### config.mk
export PLATFORM = sky130hd
export DESIGN_NAME = txDescWalker
export DESIGN_NICKNAME = d
export VERILOG_FILES = /design/src/rtl/txdw_pkg.sv /design/src/rtl/txdw_ctrl.sv /design/src/rtl/txdw_dpath.sv /design/src/rtl/txDescWalker.sv
export SDC_FILE = /design/constraint.sdc
export NUM_CORES = 1
export LEC_CHECK = 0
export ABC_AREA = 1
export BUFFER_PORTS_ARGS = -buffer_cell sky130_fd_sc_hd__buf_4
export CORE_ASPECT_RATIO = 1.75
export CORE_UTILIZATION = 46
export CTS_CLUSTER_SIZE = 12
export DETAILED_ROUTE_END_ITERATION = 7
export GPL_ROUTABILITY_DRIVEN = 0
export PLACE_DENSITY_LB_ADDON = 0.15
export RECOVER_POWER = 50
export SLEW_MARGIN = 40
export SYNTH_ARGS = -nofsm -noshare
export SYNTH_HDL_FRONTEND = slang
export SYNTH_HIERARCHICAL = 1
export SYNTH_SLANG_ARGS = --single-unit
### constraint.sdc
create_clock -name clk -period 2.6 [get_ports clk]
set_input_delay 0.39 -clock clk [delete_from_list [all_inputs] [get_ports clk]]
set_output_delay 0.39 -clock clk [all_outputs]
set_load 0.005 [all_outputs]
### src/rtl/txdw_pkg.sv
package txdw_pkg;

  localparam int OWN_BIT     = 31;
  localparam int WRAP_BIT    = 30;
  localparam int RETRY_BIT   = 29;
  localparam int UNDER_BIT   = 28;
  localparam int EXHAUST_BIT = 27;
  localparam int NOCRC_BIT   = 16;
  localparam int LAST_BIT    = 15;
  localparam int LEN_W       = 11;
  localparam int WORD_W      = 32;

  typedef enum logic [1:0] {
    SEL_CTL = 2'd0,
    SEL_ADR = 2'd1,
    SEL_WB  = 2'd2
  } addrSel_e;

  typedef struct packed {
    addrSel_e sel;
    logic     rd;
    logic     wr;
    logic     loadStart;
    logic     captureCtl;
    logic     markFirst;
    logic     advance;
    logic     issue;
    logic     latchTx;
    logic     markExhaust;
    logic     setErr;
    logic     clrErr;
  } dpCtl_t;

endpackage

### src/rtl/txdw_ctrl.sv
module txdw_ctrl
  import txdw_pkg::*;
(
  input  logic   clk,
  input  logic   rstN,
  input  logic   goStrobe,
  input  logic   rdUsed,
  input  logic   ctlLast,
  input  logic   wbErr,
  input  logic   txDone,
  output dpCtl_t ctl,
  output logic   idle
);

  typedef enum logic [2:0] {
    ST_IDLE, ST_RDCTL, ST_CHKCTL, ST_RDADR, ST_ISSUE, ST_WAITTX, ST_RDWB, ST_WRWB
  } state_e;

  state_e state, stateNxt;
  logic   inFrame;

  always_comb begin
    ctl      = '0;
    ctl.sel  = SEL_CTL;
    stateNxt = state;
    case (state)
      ST_IDLE: if (goStrobe) begin
        ctl.loadStart = 1'b1;
        ctl.clrErr    = 1'b1;
        stateNxt      = ST_RDCTL;
      end
      ST_RDCTL: begin
        ctl.rd   = 1'b1;
        stateNxt = ST_CHKCTL;
      end
      ST_CHKCTL: begin
        ctl.captureCtl = 1'b1;
        if (rdUsed) begin
          if (inFrame) begin
            ctl.markExhaust = 1'b1;
            stateNxt        = ST_RDWB;
          end else begin
            stateNxt = ST_IDLE;
          end
        end else begin
          ctl.markFirst = !inFrame;
          stateNxt      = ST_RDADR;
        end
      end
      ST_RDADR: begin
        ctl.rd   = 1'b1;
        ctl.sel  = SEL_ADR;
        stateNxt = ST_ISSUE;
      end
      ST_ISSUE: begin
        ctl.issue   = 1'b1;
        ctl.advance = 1'b1;
        stateNxt    = ctlLast ? ST_WAITTX : ST_RDCTL;
      end
      ST_WAITTX: if (txDone) begin
        ctl.latchTx = 1'b1;
        stateNxt    = ST_RDWB;
      end
      ST_RDWB: begin
        ctl.rd   = 1'b1;
        ctl.sel  = SEL_WB;
        stateNxt = ST_WRWB;
      end
      ST_WRWB: begin
        ctl.wr  = 1'b1;
        ctl.sel = SEL_WB;
        if (wbErr) begin
          ctl.setErr = 1'b1;
          stateNxt   = ST_IDLE;
        end else begin
          stateNxt = ST_RDCTL;
        end
      end
      default: stateNxt = ST_IDLE;
    endcase
  end

  always_ff @(posedge clk) begin
    if (!rstN) begin
      state   <= ST_IDLE;
      inFrame <= 1'b0;
    end else begin
      state <= stateNxt;
      if (ctl.loadStart || ctl.latchTx || ctl.markExhaust) inFrame <= 1'b0;
      else if (ctl.markFirst)                             inFrame <= 1'b1;
    end
  end

  assign idle = (state == ST_IDLE);

  // while stopped the memory port and fetch interface stay quiet
  a_r1_idle_quiet: assert property (@(posedge clk) disable iff (!rstN)
    idle |-> (!ctl.rd && !ctl.wr && !ctl.issue));

  // a go pulse while busy never reloads the start pointer
  a_r11_go_busy_ignored: assert property (@(posedge clk) disable iff (!rstN)
    (goStrobe && !idle) |-> !ctl.loadStart);

endmodule

### src/rtl/txdw_dpath.sv
module txdw_dpath
  import txdw_pkg::*;
#(
  parameter int ADDR_W = 8
) (
  input  logic                clk,
  input  logic                rstN,
  input  dpCtl_t              ctl,
  input  logic [ADDR_W-1:0]   startPtr,
  input  logic [ADDR_W-1:0]   listBase,
  input  logic [WORD_W-1:0]   memRdata,
  input  logic                txRetryErr,
  input  logic                txUnderrun,
  output logic [ADDR_W-1:0]   memAddr,
  output logic                memRd,
  output logic                memWr,
  output logic [WORD_W-1:0]   memWdata,
  output logic                fetchValid,
  output logic [WORD_W-1:0]   fetchAddr,
  output logic [LEN_W-1:0]    fetchLen,
  output logic                fetchLast,
  output logic                fetchNoCrc,
  output logic                rdUsed,
  output logic                ctlLast,
  output logic                wbErr,
  output logic                errFlag
);

  localparam logic [ADDR_W-1:0] CTL_OFS  = ADDR_W'(1);
  localparam logic [ADDR_W-1:0] DESC_INC = ADDR_W'(2);

  logic [ADDR_W-1:0] curPtr, firstPtr;
  logic [WORD_W-1:0] ctlReg;
  logic              stRetry, stUnder, stExhaust;

  always_ff @(posedge clk) begin
    if (!rstN) begin
      curPtr    <= '0;
      firstPtr  <= '0;
      ctlReg    <= '0;
      stRetry   <= 1'b0;
      stUnder   <= 1'b0;
      stExhaust <= 1'b0;
      errFlag   <= 1'b0;
    end else begin
      if (ctl.loadStart)   curPtr <= startPtr;
      else if (ctl.advance) curPtr <= ctlReg[WRAP_BIT] ? listBase : curPtr + DESC_INC;
      if (ctl.markFirst)  firstPtr <= curPtr;
      if (ctl.captureCtl) ctlReg   <= memRdata;
      if (ctl.latchTx) begin
        stRetry   <= txRetryErr;
        stUnder   <= txUnderrun;
        stExhaust <= 1'b0;
      end else if (ctl.markExhaust) begin
        stRetry   <= 1'b0;
        stUnder   <= 1'b1;
        stExhaust <= 1'b1;
      end
      if (ctl.clrErr)      errFlag <= 1'b0;
      else if (ctl.setErr) errFlag <= 1'b1;
    end
  end

  always_comb begin
    case (ctl.sel)
      SEL_ADR: memAddr = curPtr;
      SEL_WB:  memAddr = firstPtr + CTL_OFS;
      default: memAddr = curPtr + CTL_OFS;
    endcase
  end

  assign memRd = ctl.rd;
  assign memWr = ctl.wr;
  assign wbErr = stRetry | stUnder | stExhaust;

  always_comb begin
    memWdata              = memRdata;
    memWdata[OWN_BIT]     = memRdata[OWN_BIT] | !wbErr;
    memWdata[RETRY_BIT]   = memRdata[RETRY_BIT] | stRetry;
    memWdata[UNDER_BIT]   = memRdata[UNDER_BIT] | stUnder;
    memWdata[EXHAUST_BIT] = memRdata[EXHAUST_BIT] | stExhaust;
  end

  assign rdUsed     = memRdata[OWN_BIT];
  assign ctlLast    = ctlReg[LAST_BIT];
  assign fetchValid = ctl.issue;
  assign fetchAddr  = memRdata;
  assign fetchLen   = ctlReg[LEN_W-1:0];
  assign fetchLast  = ctlReg[LAST_BIT];
  assign fetchNoCrc = ctl.issue & ctlReg[LAST_BIT] & ctlReg[NOCRC_BIT];

  // single operation per cycle on the memory port
  a_r12_no_rd_wr: assert property (@(posedge clk) disable iff (!rstN)
    !(memRd && memWr));

  // a write is the second half of a read-modify-write on one address
  a_r12_rmw_same_addr: assert property (@(posedge clk) disable iff (!rstN)
    memWr |-> ($past(memRd) && memAddr == $past(memAddr)));

  // a fetch request always uses data read in the previous cycle
  a_r2_fetch_after_read: assert property (@(posedge clk) disable iff (!rstN)
    fetchValid |-> $past(memRd));

endmodule

### src/rtl/txDescWalker.sv
module txDescWalker
  import txdw_pkg::*;
#(
  parameter int ADDR_W = 8
) (
  input  logic              clk,
  input  logic              rstN,
  input  logic              goStrobe,
  input  logic [ADDR_W-1:0] startPtr,
  input  logic [ADDR_W-1:0] listBase,
  output logic [ADDR_W-1:0] memAddr,
  output logic              memRd,
  output logic              memWr,
  output logic [31:0]       memWdata,
  input  logic [31:0]       memRdata,
  output logic              fetchValid,
  output logic [31:0]       fetchAddr,
  output logic [10:0]       fetchLen,
  output logic              fetchLast,
  output logic              fetchNoCrc,
  input  logic              txDone,
  input  logic              txRetryErr,
  input  logic              txUnderrun,
  output logic              idle,
  output logic              errFlag
);

  dpCtl_t ctl;
  logic   rdUsed, ctlLast, wbErr;

  txdw_ctrl i_ctrl (
    .clk      (clk),
    .rstN     (rstN),
    .goStrobe (goStrobe),
    .rdUsed   (rdUsed),
    .ctlLast  (ctlLast),
    .wbErr    (wbErr),
    .txDone   (txDone),
    .ctl      (ctl),
    .idle     (idle)
  );

  txdw_dpath #(.ADDR_W(ADDR_W)) i_dpath (
    .clk        (clk),
    .rstN       (rstN),
    .ctl        (ctl),
    .startPtr   (startPtr),
    .listBase   (listBase),
    .memRdata   (memRdata),
    .txRetryErr (txRetryErr),
    .txUnderrun (txUnderrun),
    .memAddr    (memAddr),
    .memRd      (memRd),
    .memWr      (memWr),
    .memWdata   (memWdata),
    .fetchValid (fetchValid),
    .fetchAddr  (fetchAddr),
    .fetchLen   (fetchLen),
    .fetchLast  (fetchLast),
    .fetchNoCrc (fetchNoCrc),
    .rdUsed     (rdUsed),
    .ctlLast    (ctlLast),
    .wbErr      (wbErr),
    .errFlag    (errFlag)
  );

  // the error indication is only presented while stopped
  a_r11_err_only_idle: assert property (@(posedge clk) disable iff (!rstN)
    errFlag |-> idle);

endmodule

==> results of run 1 <==
flip-flops by register name, summed over array words and instances (netlist names):
name	flops
i_dpath/stRetry	1
i_dpath/stUnder	1
i_dpath/firstPtr	8
i_dpath/curPtr	8
i_dpath/errFlag	1
i_dpath/stExhaust	1
i_ctrl/state	3
i_dpath/ctlReg	14
i_ctrl/inFrame	1
area by class of cell:
cell class / instances / area (µm²) / area share, %
inverters: 35 / 134 / 4.18
well taps: 78 / 97.6 / 3.05
clock buffers: 6 / 82.6 / 2.58
flip-flops and latches: 38 / 768 / 24.0
clock inverters: 2 / 12.5 / 0.391
repair buffers: 108 / 807 / 25.2
multi-input cells: 250 / 1300 / 40.6
through the flow:
stage          cell area (µm²)  util [%]
2_1_floorplan             2830         -
3_3_place_gp              3070      51.7
3_5_place_dp              3070      51.7
4_1_cts                   3170      53.5
5_1_grt                   3200      54.0
6_report                  3200      54.0
cell families after synthesis:
group	count (synthesis)	synth area share, %
flops	38	26.9
buf+inv	126	28.0
fa+ha+maj	2	0.884
compound gates	67	13.1
simple gates	181	31.2
critical path, stage by stage, from the launching register on:
cell                      delay (ps)
sky130_fd_sc_hd__dfxtp_4         380
sky130_fd_sc_hd__inv_2            70
sky130_fd_sc_hd__nand2_1          80
sky130_fd_sc_hd__a21oi_2         150
sky130_fd_sc_hd__buf_6           140
sky130_fd_sc_hd__nand3_1          90
sky130_fd_sc_hd__nand2_2         110
sky130_fd_sc_hd__ha_4            150
sky130_fd_sc_hd__nand2_2          70
sky130_fd_sc_hd__nor2_2          130
sky130_fd_sc_hd__nand2_1          60
sky130_fd_sc_hd__nand2_1          50
sky130_fd_sc_hd__nand3_1          60
sky130_fd_sc_hd__nand2_1          80
sky130_fd_sc_hd__buf_4           100
synthesized netlist by cell type, types with 2 or more instances:
cell type | instances | area, µm²
sky130_fd_sc_hd__or2_2 | 3 | 18.8
sky130_fd_sc_hd__inv_1 | 32 | 120
sky130_fd_sc_hd__nand2_2 | 8 | 50.1
sky130_fd_sc_hd__a41oi_1 | 2 | 17.5
sky130_fd_sc_hd__nor2_1 | 55 | 206
sky130_fd_sc_hd__a21oi_1 | 13 | 65.1
sky130_fd_sc_hd__ha_1 | 2 | 25.0
sky130_fd_sc_hd__buf_6 | 2 | 22.5
sky130_fd_sc_hd__nor2_2 | 5 | 31.3
sky130_fd_sc_hd__buf_4 | 79 | 593
sky130_fd_sc_hd__a22oi_1 | 2 | 15.0
sky130_fd_sc_hd__o22ai_1 | 2 | 12.5
sky130_fd_sc_hd__o21ai_1 | 2 | 10.0
sky130_fd_sc_hd__buf_2 | 3 | 15.0
sky130_fd_sc_hd__nand3_1 | 23 | 115
sky130_fd_sc_hd__nor2_4 | 3 | 33.8
sky130_fd_sc_hd__clkbuf_1 | 7 | 26.3
sky130_fd_sc_hd__a31oi_1 | 5 | 31.3
sky130_fd_sc_hd__inv_2 | 2 | 7.51
sky130_fd_sc_hd__nand4_1 | 4 | 25.0
sky130_fd_sc_hd__nor3_1 | 4 | 20.0
sky130_fd_sc_hd__nand3b_1 | 2 | 15.0
sky130_fd_sc_hd__o21ai_0 | 37 | 185
sky130_fd_sc_hd__nand2_4 | 6 | 67.6
sky130_fd_sc_hd__nand3_2 | 4 | 40.0
sky130_fd_sc_hd__dfxtp_1 | 38 | 761
sky130_fd_sc_hd__nand2_1 | 62 | 233
power by group:
part / internal [mW] / leakage (nW) / switching [mW]
registers: 0.637 / 0.311 / 0.0594
clock network: 0.213 / 0.0472 / 0.213
logic: 0.246 / 1.17 / 0.286
worst min-delay path by stage:
stage | depth (start not counted) | end
floorplan | 2 | i_dpath/stRetry
global placement | 2 | i_dpath/stRetry
detailed placement | 2 | i_dpath/stRetry
CTS | 3 | i_dpath/ctlReg[8]
global route | 3 | i_dpath/ctlReg[3]
finish | 3 | i_dpath/ctlReg[8]
per-layer routing:
| metal | vias up | part of all wire [%] | global-route usage (%) |
|---|---|---|---|
| li1 | 1297 | - | - |
| met1 | 1128 | 37 | 20.9 |
| met2 | 76 | 55 | 40.8 |
| met3 | 18 | 4.6 | 3.80 |
| met4 | 0 | 3.2 | 10.6 |
| met5 | - | 0 | 0 |
timing repair:
action / in CTS / in global routing
resized for setup: 2 / 9
pin swaps: 0 / 2
hold endpoints to repair: 0 / 0
gates cloned: 0 / 0
setup buffers: 1 / 1
setup endpoints to repair: 4 / 7
==> impl_results.rst, run 1 <==
.. list-table::
   :header-rows: 1

   * - Metric
     - Value
   * - Status
     - finished, final reports clean
   * - Maximum level of the CTS H-tree
     - 2
   * - Final min period
     - 2410 ps
   * - Total power divided by cell area
     - 517 nW/µm²
   * - Capturing element type of the critical path
     - primary output
   * - Slew of the pin with the lowest slew margin
     - 449 ps
   * - Cell Area, Synth
     - 2830 µm²
   * - Horiz. Die Dim
     - 61.3 µm
   * - GRT Util Overall
     - 21.6%
   * - Start-to-end type of the worst setup path
     - reg -> out
   * - Largest net degree at the start of global routing
     - 34
   * - Number of standard cells in the layout, taps in and fillers out
     - 517
   * - Setup TNS
     - 0 ps
   * - Number of DRC violations after detailed routing
     - 0
   * - Pins over their slew limit
     - 0
   * - Number of diodes
     - 0
   * - Final-layout fill cell count
     - 673
   * - Detailed placer's ending HPWL
     - 5.22 mm
   * - Overflow left after global routing
     - 0
   * - Crit path setup slack, layout
     - 185 ps
   * - Top Ports
     - 144
   * - Port Buffers
     - 101
   * - Fin. Hold Viols
     - 0
   * - CTS tree
     - built
   * - CTS Buf Count
     - 5
   * - DR iter-0 viols
     - 78
   * - Length of the first detailed-routing pass in iterations
     - 4
   * - Setup slack on the worst flop-to-flop path
     - 540 ps
   * - CTS clk-pin slew, worst paths
     - 80 ps
   * - Post-synthesis cell count
     - 414
   * - Worst min path class
     - in -> reg
   * - Startpoint of the worst register-to-register path
     - i_ctrl/state[2]
   * - Fmax
     - 414 MHz
   * - Fraction of the yosys area taken by sequential cells
     - 26.9%
   * - Startpoint of the most critical setup path
     - i_ctrl/state[0]
   * - # clock sinks
     - 38
   * - Total of hold buffers inserted after clock tree synthesis
     - 0
   * - Net total in the final layout
     - 494
   * - Power, Total
     - 1.65 mW
   * - Worst Path Arrival
     - a little over 2000 ps
   * - Mapped Avg Cell Area
     - around 6.8 µm²
   * - Number of antenna violations at the first check in global routing
     - 0
   * - Commonest non-fill, non-tap cell in the layout
     - sky130_fd_sc_hd__buf_4
   * - Number of vias after detailed routing
     - 2,519
   * - Period utilisation layout
     - roughly 93%
   * - Critical path required time
     - 2210 ps
   * - Number of global-route vias before repair
     - 2,504
   * - IR Drop Worst-Case VDD
     - 0.000322 V
   * - Clock Latency Late Sink
     - about 290 ps
   * - Netlist cell types
     - 34
   * - Max capacitance violation total
     - 0
   * - Post-DRT Antenna Nets
     - 0
   * - Cell total after placement
     - 507
   * - CP endpoint
     - memAddr[6]
   * - Area delta synth->final
     - 13.1%
   * - Floorplan die height
     - 106 µm
   * - Fraction of layout cells with a size suffix above 1
     - 35.5%
   * - CTS max path bufs
     - 2
   * - Worst Setup Start Kind
     - flop
   * - Core ar.
     - 5930 µm²
   * - Post-route clock skew
     - 2.91 ps
   * - Number of enable flip-flop cells after synthesis
     - 0
   * - Critical path fanouts, max
     - 8
   * - Count of synthesis-stage warnings from yosys
     - 6
   * - Wire length per cell
     - 12.7 µm
   * - FF-to-FF End
     - i_dpath/curPtr[6]
   * - Die Footprint
     - 6480 µm²
   * - Setup slack at placement
     - ~180 ps
   * - First-pass GRT wire length
     - 10.7 mm
   * - Syn Nets
     - 470
   * - Relative slew slack
     - 70.1%
   * - Synth Flop Type
     - sky130_fd_sc_hd__dfxtp_1
   * - Cell at the root of the clock tree
     - sky130_fd_sc_hd__clkbuf_8
   * - Setup repair after global routing missed its margin
     - false
   * - Static power due to leakage
     - 1.53 nW
   * - Num rows
     - 37
   * - Fraction of synthesis flops using an asynchronous set or reset pin
     - 0%
   * - Worst hold slack after final layout
     - 338 ps
   * - Vias per cell
     - 4.87
   * - Total of flip-flops plus latches after synthesis
     - 38
   * - Number of cell instances on the worst register-to-register path
     - 9
   * - Overall routed net length
     - 6.58 mm
   * - Number of setup violations in the final report
     - 0
   * - Min-delay src
     - memRdata[8]
   * - Leading cell types in the layout, fill and taps excluded
     - 73 x sky130_fd_sc_hd__buf_4, 61 x sky130_fd_sc_hd__nand2_1, 54 x sky130_fd_sc_hd__nor2_1
   * - Effective utilization at floorplan
     - approximately 48%
No activity file was read; power rests on OpenSTA's default activity.
==> inputs of run 2 (changes only) <==
--- a/config.mk
+++ b/config.mk
@@ -12,6 +12,7 @@
 export CTS_CLUSTER_SIZE = 12
 export DETAILED_ROUTE_END_ITERATION = 7
 export GPL_ROUTABILITY_DRIVEN = 0
+export MAX_ROUTING_LAYER = met4
 export PLACE_DENSITY_LB_ADDON = 0.15
 export RECOVER_POWER = 50
 export SLEW_MARGIN = 40
==> impl_results.rst, run 2 (synthesized netlist as in run 1, its figures left out) <==
.. list-table::
   :header-rows: 1

   * - Metric
     - Value
   * - Final-layout fill cell count
     - 673 (unchanged)
   * - Length of the first detailed-routing pass in iterations
     - 4 (unchanged)
   * - Capturing element type of the critical path
     - primary output (unchanged)
   * - Number of vias after detailed routing
     - 2,522 (was 2,519)
   * - Cell depth of the worst min-delay path
     - 3 (unchanged)
   * - Core ar.
     - 5930 µm² (unchanged)
   * - Setup TNS
     - 0 ps (unchanged)
   * - DR iter-0 viols
     - 78 (unchanged)
   * - Fin. Hold Viols
     - 0 (unchanged)
   * - Status
     - finished, final reports clean (unchanged)
   * - Num rows
     - 37 (unchanged)
   * - Period utilisation layout
     - 92.9% (about the same)
   * - Number of global-route vias before repair
     - 2,504 (unchanged)
   * - Wire length per cell
     - 12.7 µm (about the same)
   * - Max capacitance violation total
     - 0 (unchanged)
   * - Number of setup violations in the final report
     - 0 (unchanged)
   * - First-pass GRT wire length
     - 10.7 mm (unchanged)
   * - Startpoint of the worst register-to-register path
     - i_ctrl/state[2] (unchanged)
   * - Static power due to leakage
     - 1.53 nW (unchanged)
   * - Number of DRC violations after detailed routing
     - 0 (unchanged)
   * - Worst min path class
     - in -> reg (unchanged)
   * - Post-DRT Antenna Nets
     - 0 (unchanged)
   * - Setup repair after global routing missed its margin
     - false (unchanged)
   * - Area occupied by multi-input gates
     - 1300 µm² (unchanged)
   * - Top flop regs
     - i_dpath/ctlReg (14), i_dpath/curPtr (8), i_dpath/firstPtr (8) (unchanged)
   * - Number of standard cells in the layout, taps in and fillers out
     - 517 (unchanged)
   * - Floorplan die height
     - 106 µm (unchanged)
   * - Largest net degree at the start of global routing
     - 34 (unchanged)
   * - Min-delay src
     - memRdata[8] (unchanged)
   * - Overflow left after global routing
     - 0 (unchanged)
   * - Sequential cell area in the final layout
     - 768 µm² (unchanged)
   * - Fraction of layout cells with a size suffix above 1
     - 35.5% (unchanged)
   * - Relative slew slack
     - 70.1% (about the same)
   * - Top Ports
     - 144 (unchanged)
   * - Leading cell types in the layout, fill and taps excluded
     - 73 x sky130_fd_sc_hd__buf_4, 61 x sky130_fd_sc_hd__nand2_1, 54 x sky130_fd_sc_hd__nor2_1 (unchanged)
   * - Area delta synth->final
     - 13.1% (unchanged)
   * - Total power divided by cell area
     - 517 nW/µm² (about the same)
   * - Post-route clock skew
     - 2.91 ps (about the same)
   * - Commonest non-fill, non-tap cell in the layout
     - sky130_fd_sc_hd__buf_4 (unchanged)
   * - CTS clk-pin slew, worst paths
     - 80 ps (about the same)
   * - # clock sinks
     - 38 (unchanged)
   * - CTS tree
     - built (unchanged)
   * - Net total in the final layout
     - 494 (unchanged)
   * - IR Drop Worst-Case VDD
     - 0.000322 V (about the same)
   * - Detailed placer's ending HPWL
     - 5.22 mm (unchanged)
   * - Final min period
     - 2420 ps (was 2410 ps)
   * - Worst Setup Start Kind
     - flop (unchanged)
   * - Port Buffers
     - 101 (unchanged)
   * - Vias per cell
     - 4.88 (was 4.87)
   * - Register ranked first by flip-flop count
     - i_dpath/ctlReg (unchanged)
   * - Pins over their slew limit
     - 0 (unchanged)
   * - Maximum level of the CTS H-tree
     - 2 (unchanged)
   * - Fmax
     - 414 MHz (about the same)
   * - Number of diodes
     - 0 (unchanged)
   * - Slew of the pin with the lowest slew margin
     - 449 ps (about the same)
   * - CTS Buf Count
     - 5 (unchanged)
   * - Number of antenna violations at the first check in global routing
     - 0 (unchanged)
   * - Die Footprint
     - 6480 µm² (unchanged)
   * - Total of hold buffers inserted after clock tree synthesis
     - 0 (unchanged)
   * - Horiz. Die Dim
     - 61.3 µm (unchanged)
   * - GRT Util Overall
     - 22.2% (was 21.6%)
   * - Overall routed net length
     - 6.57 mm (was 6.58 mm)
   * - Cell total after placement
     - 507 (unchanged)
   * - Number of cell instances on the worst register-to-register path
     - 9 (unchanged)
   * - Critical path fanouts, max
     - 8 (unchanged)
   * - Cell at the root of the clock tree
     - sky130_fd_sc_hd__clkbuf_8 (unchanged)
   * - Start-to-end type of the worst setup path
     - reg -> out (unchanged)
   * - Startpoint of the most critical setup path
     - i_ctrl/state[0] (unchanged)
   * - CTS max path bufs
     - 2 (unchanged)
   * - Critical path required time
     - 2210 ps (about the same)
   * - Clock Latency Late Sink
     - 290 ps (about the same)
   * - Effective utilization at floorplan
     - 47.7% (unchanged)
   * - Max reg flops
     - 14 (unchanged)
   * - Worst Path Arrival
     - 2030 ps (was 2020 ps)
-- run 2: cell counts in the layout (fill, tap and decap cells not counted) --
No cell type changed its count.
-- run 2: report_power, final --
part,switching (mW),leakage (nW),internal [mW]
Sequential,0.0594,0.311,0.637
Clock,0.213,0.0472,0.213
Combinational,0.286,1.17,0.246
-- run 2: timing repair --
item | in CTS | in global routing
setup endpoints to repair | 4 | 7
pin swaps | 0 | 2
endpoints found under the hold margin | 0 | 0
setup buffers | 1 | 1
gates resized for setup | 2 | 9
-- run 2: final timing paths --
check | end | slack (ps)
max | memAddr[5] | 180
min | i_dpath/ctlReg[8] | 340
max reg2reg | i_dpath/curPtr[6] | 540
min reg2reg | i_dpath/stRetry | 480
-- run 2: critical path, cell delays in order (launching register included) --
cell and delay (ps):
sky130_fd_sc_hd__dfxtp_4 380, sky130_fd_sc_hd__inv_2 70, sky130_fd_sc_hd__nand2_1 80, sky130_fd_sc_hd__a21oi_2 150, sky130_fd_sc_hd__buf_6 140, sky130_fd_sc_hd__buf_4 150, sky130_fd_sc_hd__nand3_2 100, sky130_fd_sc_hd__nand2_4 100
sky130_fd_sc_hd__nand3_1 130, sky130_fd_sc_hd__nor2_1 110, sky130_fd_sc_hd__nand2_1 50, sky130_fd_sc_hd__nand3_1 70, sky130_fd_sc_hd__nand2_1 70, sky130_fd_sc_hd__buf_4 130
-- run 2: layout make-up --
type | count | share of cell area [%]
Clock inverter | 2 | 0.391
Timing Repair Buffer | 108 | 25.2
Multi-Input combinational cell | 250 | 40.6
Inverter | 35 | 4.18
Clock buffer | 6 | 2.58
Sequential cell | 38 | 24.0
Tap cell | 78 | 3.05
-- run 2: routing by layer --
layer  vias to the layer above  wire length, µm  global-route usage, %
li1                       1297                -                      -
met1                      1131             2480                   21.3
met2                        76             3620                   40.8
met3                        18              260                   3.19
met4                         0              210                   10.6
met5                         -                0                      -
-- run 2: through the flow --
step	setup slack (ps)	util [%]	power, mW	hold slack, ps	cell area, µm²
5_1_grt	3.20	54.0	1.77	348	3200
2_1_floorplan	513	-	1.09	447	2830
4_1_cts	35.0	53.5	1.67	331	3170
3_5_place_dp	182	51.7	1.24	472	3070
6_report	184	54.0	1.65	338	3200
3_3_place_gp	255	51.7	1.23	471	3070
